===== src/rtl/cascade_pkg.sv =====
// Shared helpers for the depth-cascade controller.
// Assumes ring indices in the range 0 .. slices-1.
package cascade_pkg;

    // Index of the slice whose expansion output feeds slice idx (ring predecessor).
    function automatic int unsigned cascade_pred(input int unsigned idx, input int unsigned slices);
        return (idx + slices - 1) % slices;
    endfunction

endpackage


===== src/rtl/cascade_slot.sv =====
// One token slot: holds one token bit for one slice.
// It steers the global strobe to its slice while it owns the token. It gives the
// token up when the slice accepts an operation at its last location, and it takes
// the token when the predecessor slot hands off (the expansion input).
// Assumes that at most one slot of a ring owns the token.
module cascade_slot #(
    parameter bit IS_FIRST = 1'b0
) (
    input  logic clk,
    input  logic rst_n,
    input  logic req,
    input  logic avail,
    input  logic last,
    input  logic xi,
    output logic sel,
    output logic handoff,
    output logic own,
    output logic xo
);
    logic own_q;
    logic xo_q;

    // Steer the global strobe and detect an accepted last-location operation.
    assign sel     = req & own_q;
    assign handoff = sel & avail & last;

    // Token ownership and the registered expansion pulse.
    always_ff @(posedge clk) begin
        if (!rst_n) begin
            own_q <= IS_FIRST;
            xo_q  <= 1'b0;
        end else begin
            xo_q <= handoff;
            if (handoff) begin
                own_q <= 1'b0;
            end else if (xi) begin
                own_q <= 1'b1;
            end
        end
    end

    assign own = own_q;
    assign xo  = xo_q;
endmodule


===== src/rtl/cascade_token_ring.sv =====
// A ring of SLICES token slots for one kind of operation (write or read).
// The handoff of each slot drives the expansion input of the next slot, and
// the last slot wraps to slot 0.
// Assumes 2 <= SLICES <= 8 and FIRST_SLICE < SLICES.
module cascade_token_ring #(
    parameter int unsigned SLICES      = 4,
    parameter int unsigned FIRST_SLICE = 0
) (
    input  logic              clk,
    input  logic              rst_n,
    input  logic              req,
    input  logic [SLICES-1:0] avail,
    input  logic [SLICES-1:0] last,
    output logic [SLICES-1:0] sel,
    output logic [SLICES-1:0] owner,
    output logic [SLICES-1:0] xo
);
    logic [SLICES-1:0] handoff;

    genvar k;
    generate
        for (k = 0; k < SLICES; k++) begin : g_slot
            localparam int unsigned PREV = cascade_pkg::cascade_pred(k, SLICES);
            localparam bit          FIRST_HERE = (k == FIRST_SLICE);
            cascade_slot #(.IS_FIRST(FIRST_HERE)) u_slot (
                .clk     (clk),
                .rst_n   (rst_n),
                .req     (req),
                .avail   (avail[k]),
                .last    (last[k]),
                .xi      (handoff[PREV]),
                .sel     (sel[k]),
                .handoff (handoff[k]),
                .own     (owner[k]),
                .xo      (xo[k])
            );
        end
    endgenerate
endmodule


===== src/rtl/cascade_flag_merge.sv =====
// Merges the active-low per-slice flags into composite flags. A composite flag
// is asserted (low) only when the flag of every slice is asserted.
module cascade_flag_merge #(
    parameter int unsigned SLICES = 4
) (
    input  logic [SLICES-1:0] slice_full_n,
    input  logic [SLICES-1:0] slice_empty_n,
    output logic              full_n,
    output logic              empty_n
);
    // OR of the active-low flags = AND of the asserted conditions.
    assign full_n  = |slice_full_n;
    assign empty_n = |slice_empty_n;
endmodule


===== src/rtl/cascade_rdata_mux.sv =====
// Selects the read data of the slice marked in a one-hot owner vector.
// Assumes the owner vector is one-hot.
module cascade_rdata_mux #(
    parameter int unsigned SLICES = 4,
    parameter int unsigned DATA_W = 9
) (
    input  logic [SLICES-1:0]        owner,
    input  logic [SLICES*DATA_W-1:0] slice_rdata,
    output logic [DATA_W-1:0]        rdata
);
    // AND-OR select, one term per slice.
    always_comb begin
        rdata = '0;
        for (int k = 0; k < SLICES; k++) begin
            if (owner[k]) begin
                rdata = rdata | slice_rdata[k*DATA_W +: DATA_W];
            end
        end
    end
endmodule


===== src/rtl/depth_cascade_ctrl.sv =====
// Depth-cascade controller: joins SLICES FIFO slices into one logical FIFO.
// It steers the global write and read strobes to the slices that hold the
// tokens, passes each token around the ring on a last-location accept, merges
// the flags and selects the read data.
// Assumes 2 <= SLICES <= 8, FIFO slices outside the block, synchronous active-low reset.
module depth_cascade_ctrl #(
    parameter int unsigned SLICES      = 4,
    parameter int unsigned DATA_W      = 9,
    parameter int unsigned FIRST_SLICE = 0
) (
    input  logic                     clk,
    input  logic                     rst_n,
    input  logic                     wr_req,
    input  logic                     rd_req,
    input  logic [SLICES-1:0]        slice_full_n,
    input  logic [SLICES-1:0]        slice_empty_n,
    input  logic [SLICES-1:0]        slice_wr_last,
    input  logic [SLICES-1:0]        slice_rd_last,
    input  logic [SLICES*DATA_W-1:0] slice_rdata,
    output logic [SLICES-1:0]        wr_sel,
    output logic [SLICES-1:0]        rd_sel,
    output logic [SLICES-1:0]        wr_owner,
    output logic [SLICES-1:0]        rd_owner,
    output logic [SLICES-1:0]        wr_xo,
    output logic [SLICES-1:0]        rd_xo,
    output logic [DATA_W-1:0]        rd_data,
    output logic                     full_n,
    output logic                     empty_n
);
    // Write token ring: a slice can take a write when it is not full.
    cascade_token_ring #(.SLICES(SLICES), .FIRST_SLICE(FIRST_SLICE)) u_wr_ring (
        .clk   (clk),
        .rst_n (rst_n),
        .req   (wr_req),
        .avail (slice_full_n),
        .last  (slice_wr_last),
        .sel   (wr_sel),
        .owner (wr_owner),
        .xo    (wr_xo)
    );

    // Read token ring: a slice can serve a read when it is not empty.
    cascade_token_ring #(.SLICES(SLICES), .FIRST_SLICE(FIRST_SLICE)) u_rd_ring (
        .clk   (clk),
        .rst_n (rst_n),
        .req   (rd_req),
        .avail (slice_empty_n),
        .last  (slice_rd_last),
        .sel   (rd_sel),
        .owner (rd_owner),
        .xo    (rd_xo)
    );

    cascade_flag_merge #(.SLICES(SLICES)) u_flags (
        .slice_full_n  (slice_full_n),
        .slice_empty_n (slice_empty_n),
        .full_n        (full_n),
        .empty_n       (empty_n)
    );

    cascade_rdata_mux #(.SLICES(SLICES), .DATA_W(DATA_W)) u_rmux (
        .owner       (rd_owner),
        .slice_rdata (slice_rdata),
        .rdata       (rd_data)
    );
endmodule


===== config.mk =====
export PLATFORM = sky130hd
export DESIGN_NAME = depth_cascade_ctrl
export DESIGN_NICKNAME = d
export VERILOG_FILES = /design/src/rtl/cascade_pkg.sv /design/src/rtl/cascade_slot.sv /design/src/rtl/cascade_token_ring.sv /design/src/rtl/cascade_flag_merge.sv /design/src/rtl/cascade_rdata_mux.sv /design/src/rtl/depth_cascade_ctrl.sv
export SDC_FILE = /design/constraint.sdc
export NUM_CORES = 1
export LEC_CHECK = 0
export BUFFER_PORTS_ARGS = -buffer_cell sky130_fd_sc_hd__buf_2
export CORE_MARGIN = 10
export CORE_UTILIZATION = 34
export CTS_BUF_LIST = sky130_fd_sc_hd__clkbuf_4
export DETAILED_ROUTE_END_ITERATION = 16
export PLACE_DENSITY = 0.89
export SLEW_MARGIN = 30
export SYNTH_ARGS = -nofsm -noshare
export SYNTH_HDL_FRONTEND = slang
export SYNTH_SLANG_ARGS = --single-unit
export TNS_END_PERCENT = 20

===== constraint.sdc =====
create_clock -name clk -period 0.98 [get_ports clk]
set_clock_uncertainty 0.1 [all_clocks]
set_input_delay 0.196 -clock clk [delete_from_list [all_inputs] [get_ports clk]]
set_output_delay 0.196 -clock clk [all_outputs]
set_load 0.1 [all_outputs]

Word-level counts from Yosys, hierarchy flattened
Index checks and enable logic that the tools add are counted.
- add/sub/neg operators: 0
- multiply operators: 0
- divide/modulo/power cells: 0
- order comparisons: 0
- eq/ne operators: 0
- shift-type cells: 0
- mux-type cells: 8
- bitwise gates (word level): 28
- reduce and logical (&&, ||, !) cells: 10
- operators with widths (operator ; number):
    2-to-1 mux 9 bit ; 4
    bitwise OR 9 bit ; 3
    AND 1 bit ; 24
    OR reduction 2 bit ; 6
    OR reduction 4 bit ; 2
    2-to-1 mux 1 bit ; 4
    nonzero test 2 bit ; 2
    NOT 1 bit ; 1
- register bits: 16
- latch bits: 0
- RAM bits: 0
- ROM bits: 0
- input port bits: 56
- output and inout bits: 35
- logic and storage cells: 62
- memories: 0

Logic depth before layout (Yosys ltp)
- word-level depth: 7
- gate-level depth with buffers: 3
- depth with buffers taken out: 2

Cells and area by module
From an unflattened synthesis, not the netlist that was laid out.
- cell total of the unflattened synthesis: 89
- area, all modules: 810.8 um^2
- by module, submodules not included (module ; instances ; cells an instance ; area an instance (um^2) ; seq. area each (um^2)):
    cascade_slot ; 8 ; 7 ; 72.6 ; 40.0
    cascade_rdata_mux ; 1 ; 31 ; 215.2 ; 0.0
    cascade_flag_merge ; 1 ; 2 ; 15.0 ; 0.0

Worst setup path before layout
OpenSTA, ideal clock, no wires.
- path type: flip-flop to output port
- from: reg u_rd_ring.g_slot[3].u_slot.own_q
- to: out rd_data[6]
- arrival time: 1288 ps
- required time: 684 ps
- setup slack: -604 ps
- cell stages (with the launch flop): 4
- path buffers: 1
- cell sequence: dfxtp_1 -> buf_2 -> a22oi_1 -> nand2_1
- cells in the longest elaborated chain, start to end: 1
- RTL lines (item ; line ; source):
    start, declared ; cascade_slot.sv:20 ; logic own_q;
    start signal, assigned ; cascade_slot.sv:30 ; own_q <= IS_FIRST;
    start signal, assigned ; cascade_slot.sv:35 ; own_q <= 1'b0;
    start signal, assigned ; cascade_slot.sv:37 ; own_q <= 1'b1;
    2-to-1 mux 9 bit ; cascade_rdata_mux.sv:15 ; if (owner[k]) begin
    end, declared ; depth_cascade_ctrl.sv:26 ; output logic [DATA_W-1:0] rd_data,
Every way passes these cells.

Final worst setup path
- from: reg u_rd_ring.g_slot[0].u_slot.own_q
- to: out rd_data[1]
- cells in the longest elaborated chain, start to end: 7
- RTL lines (item ; line ; source):
    start, declared ; cascade_slot.sv:20 ;
    start signal, assigned ; cascade_slot.sv:30 ;
    start signal, assigned ; cascade_slot.sv:35 ;
    start signal, assigned ; cascade_slot.sv:37 ;
    2-to-1 mux 9 bit (*) ; cascade_rdata_mux.sv:15 ;
    bitwise OR 9 bit ; cascade_rdata_mux.sv:16 ; rdata = rdata | slice_rdata[k*DATA_W +: DATA_W];
    2-to-1 mux 9 bit (*) ; cascade_rdata_mux.sv:15 ;
    bitwise OR 9 bit ; cascade_rdata_mux.sv:16 ;
    2-to-1 mux 9 bit (*) ; cascade_rdata_mux.sv:15 ;
    bitwise OR 9 bit ; cascade_rdata_mux.sv:16 ;
    2-to-1 mux 9 bit (*) ; cascade_rdata_mux.sv:15 ;
Every way passes the cells marked *; elsewhere a longest branch is shown, timed or not.

==> flow_summary.ini <==
[run_status]
outcome = finished with violations
violations = setup timing

[sta]
max_freq_mhz = 656.8
slew_viol_final = 0
worst_slack_ns = -0.5425
relSlewSlack = 0.8434
rsz0062_at_grt = true
whs_ns = 0.1026
setup_viol = 43
final-hold-violation-count = 0
min_period_ns = 1.523
worst_pin_slew_ns = 0.2346
timing.final.crit_share = 1.554

[cts]
cts_buffers = 3
clockRootBuffer = clkbuf_4
clock_latency_ns = 0.28
clk_pin_slew_ns = 0.08
ctsHtreeMaxLevel = 1
cts.sinks = 16
ctsHoldBuffers = 0
cts_tree = yes
clockBufferDepth = 2

[global_route]
top_usage_layer = met2
grt_use_met2 = 0.2973
grt_usage = 0.1619
grt_max_degree = 13
grt_overflow = 0
grt_pass1_wl_mm = 7.031
antenna_found_initial = 0
gr-usage-met3 = 0.08345
grt.met1_usage = 0.1491
grt_pass1_vias = 1371

[routing]
drc = 0
via_per_inst = 5.224
ant_nets = 0
drtIter0Drc = 35
wl_per_cell_microns = 19.82
drt_first_pass_iters = 4
vias = 1212
routed_wirelength_mm = 4.599

[pwr]
swShare = 0.4096
p_leak_nw = 1.052
power.total_mw = 2.101
power.share.clock = 0.156
peakVddDrop_v = 0.001011
p_sw_uw = 860.3
power_frac_seq = 0.321
combinationalPowerShare = 0.523
p_int_mw = 1.240
powerDensity_nw_per_um2 = 913.4

[logic_synthesis]
postSynthNetCount = 167
syn_inst = 111
ys_ff_latch = 16
yosysSeqAreaShare = 0.3269
synth_top_area_frac = 0.3269
synth_area_leader_cell = dfxtp_1
synthTopCellsByArea = dfxtp_1, buf_4, a22oi_1
synth_cell_types = 18
syn_area_per_cell_sq_um = 8.826
mappedNetlistArea_sq_um = 979.7
synth_warnings = 0

[final_layout]
layout_common_cells = buf_2, buf_12, a22oi_2
n_antenna_cell = 0
syn2layout_area_growth_pct = 134.7
drive_gt1_frac = 0.8905
fin_nets = 259
final_common_cell = buf_2

[worst_setup_path]
end_kind = output pin
cp.required_ns = 0.68
rr_worst_depth = 4
crit_type = flop to output pin
cp_slowest_stage_delay_ns = 0.35
crit_chain = buf_4, a22oi_2, nand2_4, buf_12
worstPathMaxFanout = 4
worstSetupStartpointType = flop
slowest_stage = dfxtp_2
rr_startpoint = u_rd_ring.g_slot[2].u_slot.own
crit_family = flip-flops
r2r-end = u_rd_ring.g_slot[2].u_slot.own
r2r_slack_ns = -0.16
timing.critical_path.buf_inv = 2
worstPathArrival_ns = 1.23

[worst_hold_path]
hold_depth = 2
min_from = rst_n
min_to = u_rd_ring.g_slot[0].u_slot.own
worstHoldPathType = input port to flop

[floorplanning]
fp.dieH_microns = 73.68
initial_utilization = 0.3553
core_sq_um = 2758
fp-row-count = 19
ios = 91
die_w_microns = 73.68
fp.dieArea_sq_um = 5429

[placement]
routabilityCongestion = 0.7706
numPortBuffers = 90
dpl.hpwl_mm = 3.832

[flow_run]
cap_viol_max_count = 0
## per-stage QoR
| stage | cells | cell area, sq um | setup WS, ns | utilization | setup TNS (ns) |
|---|---|---|---|---|---|
| 6_report | 232 | 2300 | -0.5425 | 0.8339 | -12.29 |
| 5_1_grt | 232 | 2300 | -0.5970 | 0.8339 | -14.13 |
| 4_1_cts | 231 | 2268 | -0.5525 | 0.8226 | -12.13 |
| 3_5_place_dp | 227 | 2147 | -0.4425 | 0.7786 | -4.619 |
| 3_3_place_gp | 227 | 2147 | -0.4290 | 0.7786 | -4.230 |
| 2_1_floorplan | 111 | 1196 | -0.2115 | - | -3.019 |
## cell type report
class / count / area (sq um)
Multi-Input combinational cell: 63 / 636.9
Sequential cell: 16 / 350.3
Timing Repair Buffer: 116 / 1240
Clock buffer: 3 / 22.52
Tap cell: 31 / 38.79
Inverter: 3 / 11.26
Fill cell: 140 / 457.9
## state kept, by name (all words and copies together), names as in the netlist
name                         flops
u_rd_ring.g_slot.u_slot.own      4
u_rd_ring.g_slot.u_slot.xo       4
u_wr_ring.g_slot.u_slot.own      4
u_wr_ring.g_slot.u_slot.xo       4
## power groups by stage
| stage | sequential [mW] | combinational [mW] | clock (mW) |
|---|---|---|---|
| after CTS | 0.679 | 1.09 | 0.332 |
| final | 0.674 | 1.10 | 0.328 |
| after global routing | 0.675 | 1.14 | 0.373 |
| after detailed placement | 0.693 | 1.07 | 0 |
| after global placement | 0.692 | 1.05 | 0 |
| after floorplan | 0.688 | 0.624 | 0 |
## what timing repair did
| action | CTS | global route |
|---|---|---|
| endpoints found under the setup margin | 46 | 46 |
| gates resized for setup | 39 | 6 |
| pin swaps | 10 | 6 |
| buffers inserted | 1 | 1 |
| hold endpoints to repair | 0 | 0 |
## metal layers
layer | share of wire | routed length, microns | vias up
met5 | 0 | 0 | -
met4 | 0.0054 | 25 | 0
met3 | 0.13 | 619 | 2
met2 | 0.52 | 2399 | 75
met1 | 0.34 | 1555 | 570
li1 | - | - | 565
## how the worst max path moves through the flow
stage	slack (ns)	end	startpoint	depth (start not counted)
finish	-0.54	rd_data[1]	u_rd_ring.g_slot[0].u_slot.own	4
floorplan	-0.21	rd_data[6]	u_rd_ring.g_slot[3].u_slot.own	3
CTS	-0.55	rd_data[4]	u_rd_ring.g_slot[0].u_slot.own	4
global placement	-0.43	full_n	slice_full_n[3]	3
detailed placement	-0.44	full_n	slice_full_n[3]	3
global route	-0.60	rd_data[2]	u_rd_ring.g_slot[0].u_slot.own	4
## Yosys cell counts
| library cell | instances |
|---|---|
| buf_4 | 24 |
| nand4_1 | 2 |
| o21ai_0 | 2 |
| a211oi_1 | 2 |
| inv_1 | 3 |
| dfxtp_1 | 16 |
| or4_1 | 2 |
| nor2_1 | 4 |
| o211a_1 | 4 |
| and2_2 | 8 |
| nand4_2 | 2 |
| and2_1 | 4 |
| buf_2 | 4 |
| and4_2 | 4 |
| a41oi_1 | 2 |
| nand2_1 | 9 |
| a22oi_1 | 18 |
| clkbuf_1 | 1 |
## cell families after synthesis
kind of cell | Yosys count | share of synthesized area
and+or+nand+nor | 35 | 0.2311
buffers and inverters | 32 | 0.2197
AOI/OAI and AO/OA | 28 | 0.2222
DFF | 16 | 0.3270
Power figures use the tool's default switching activity.
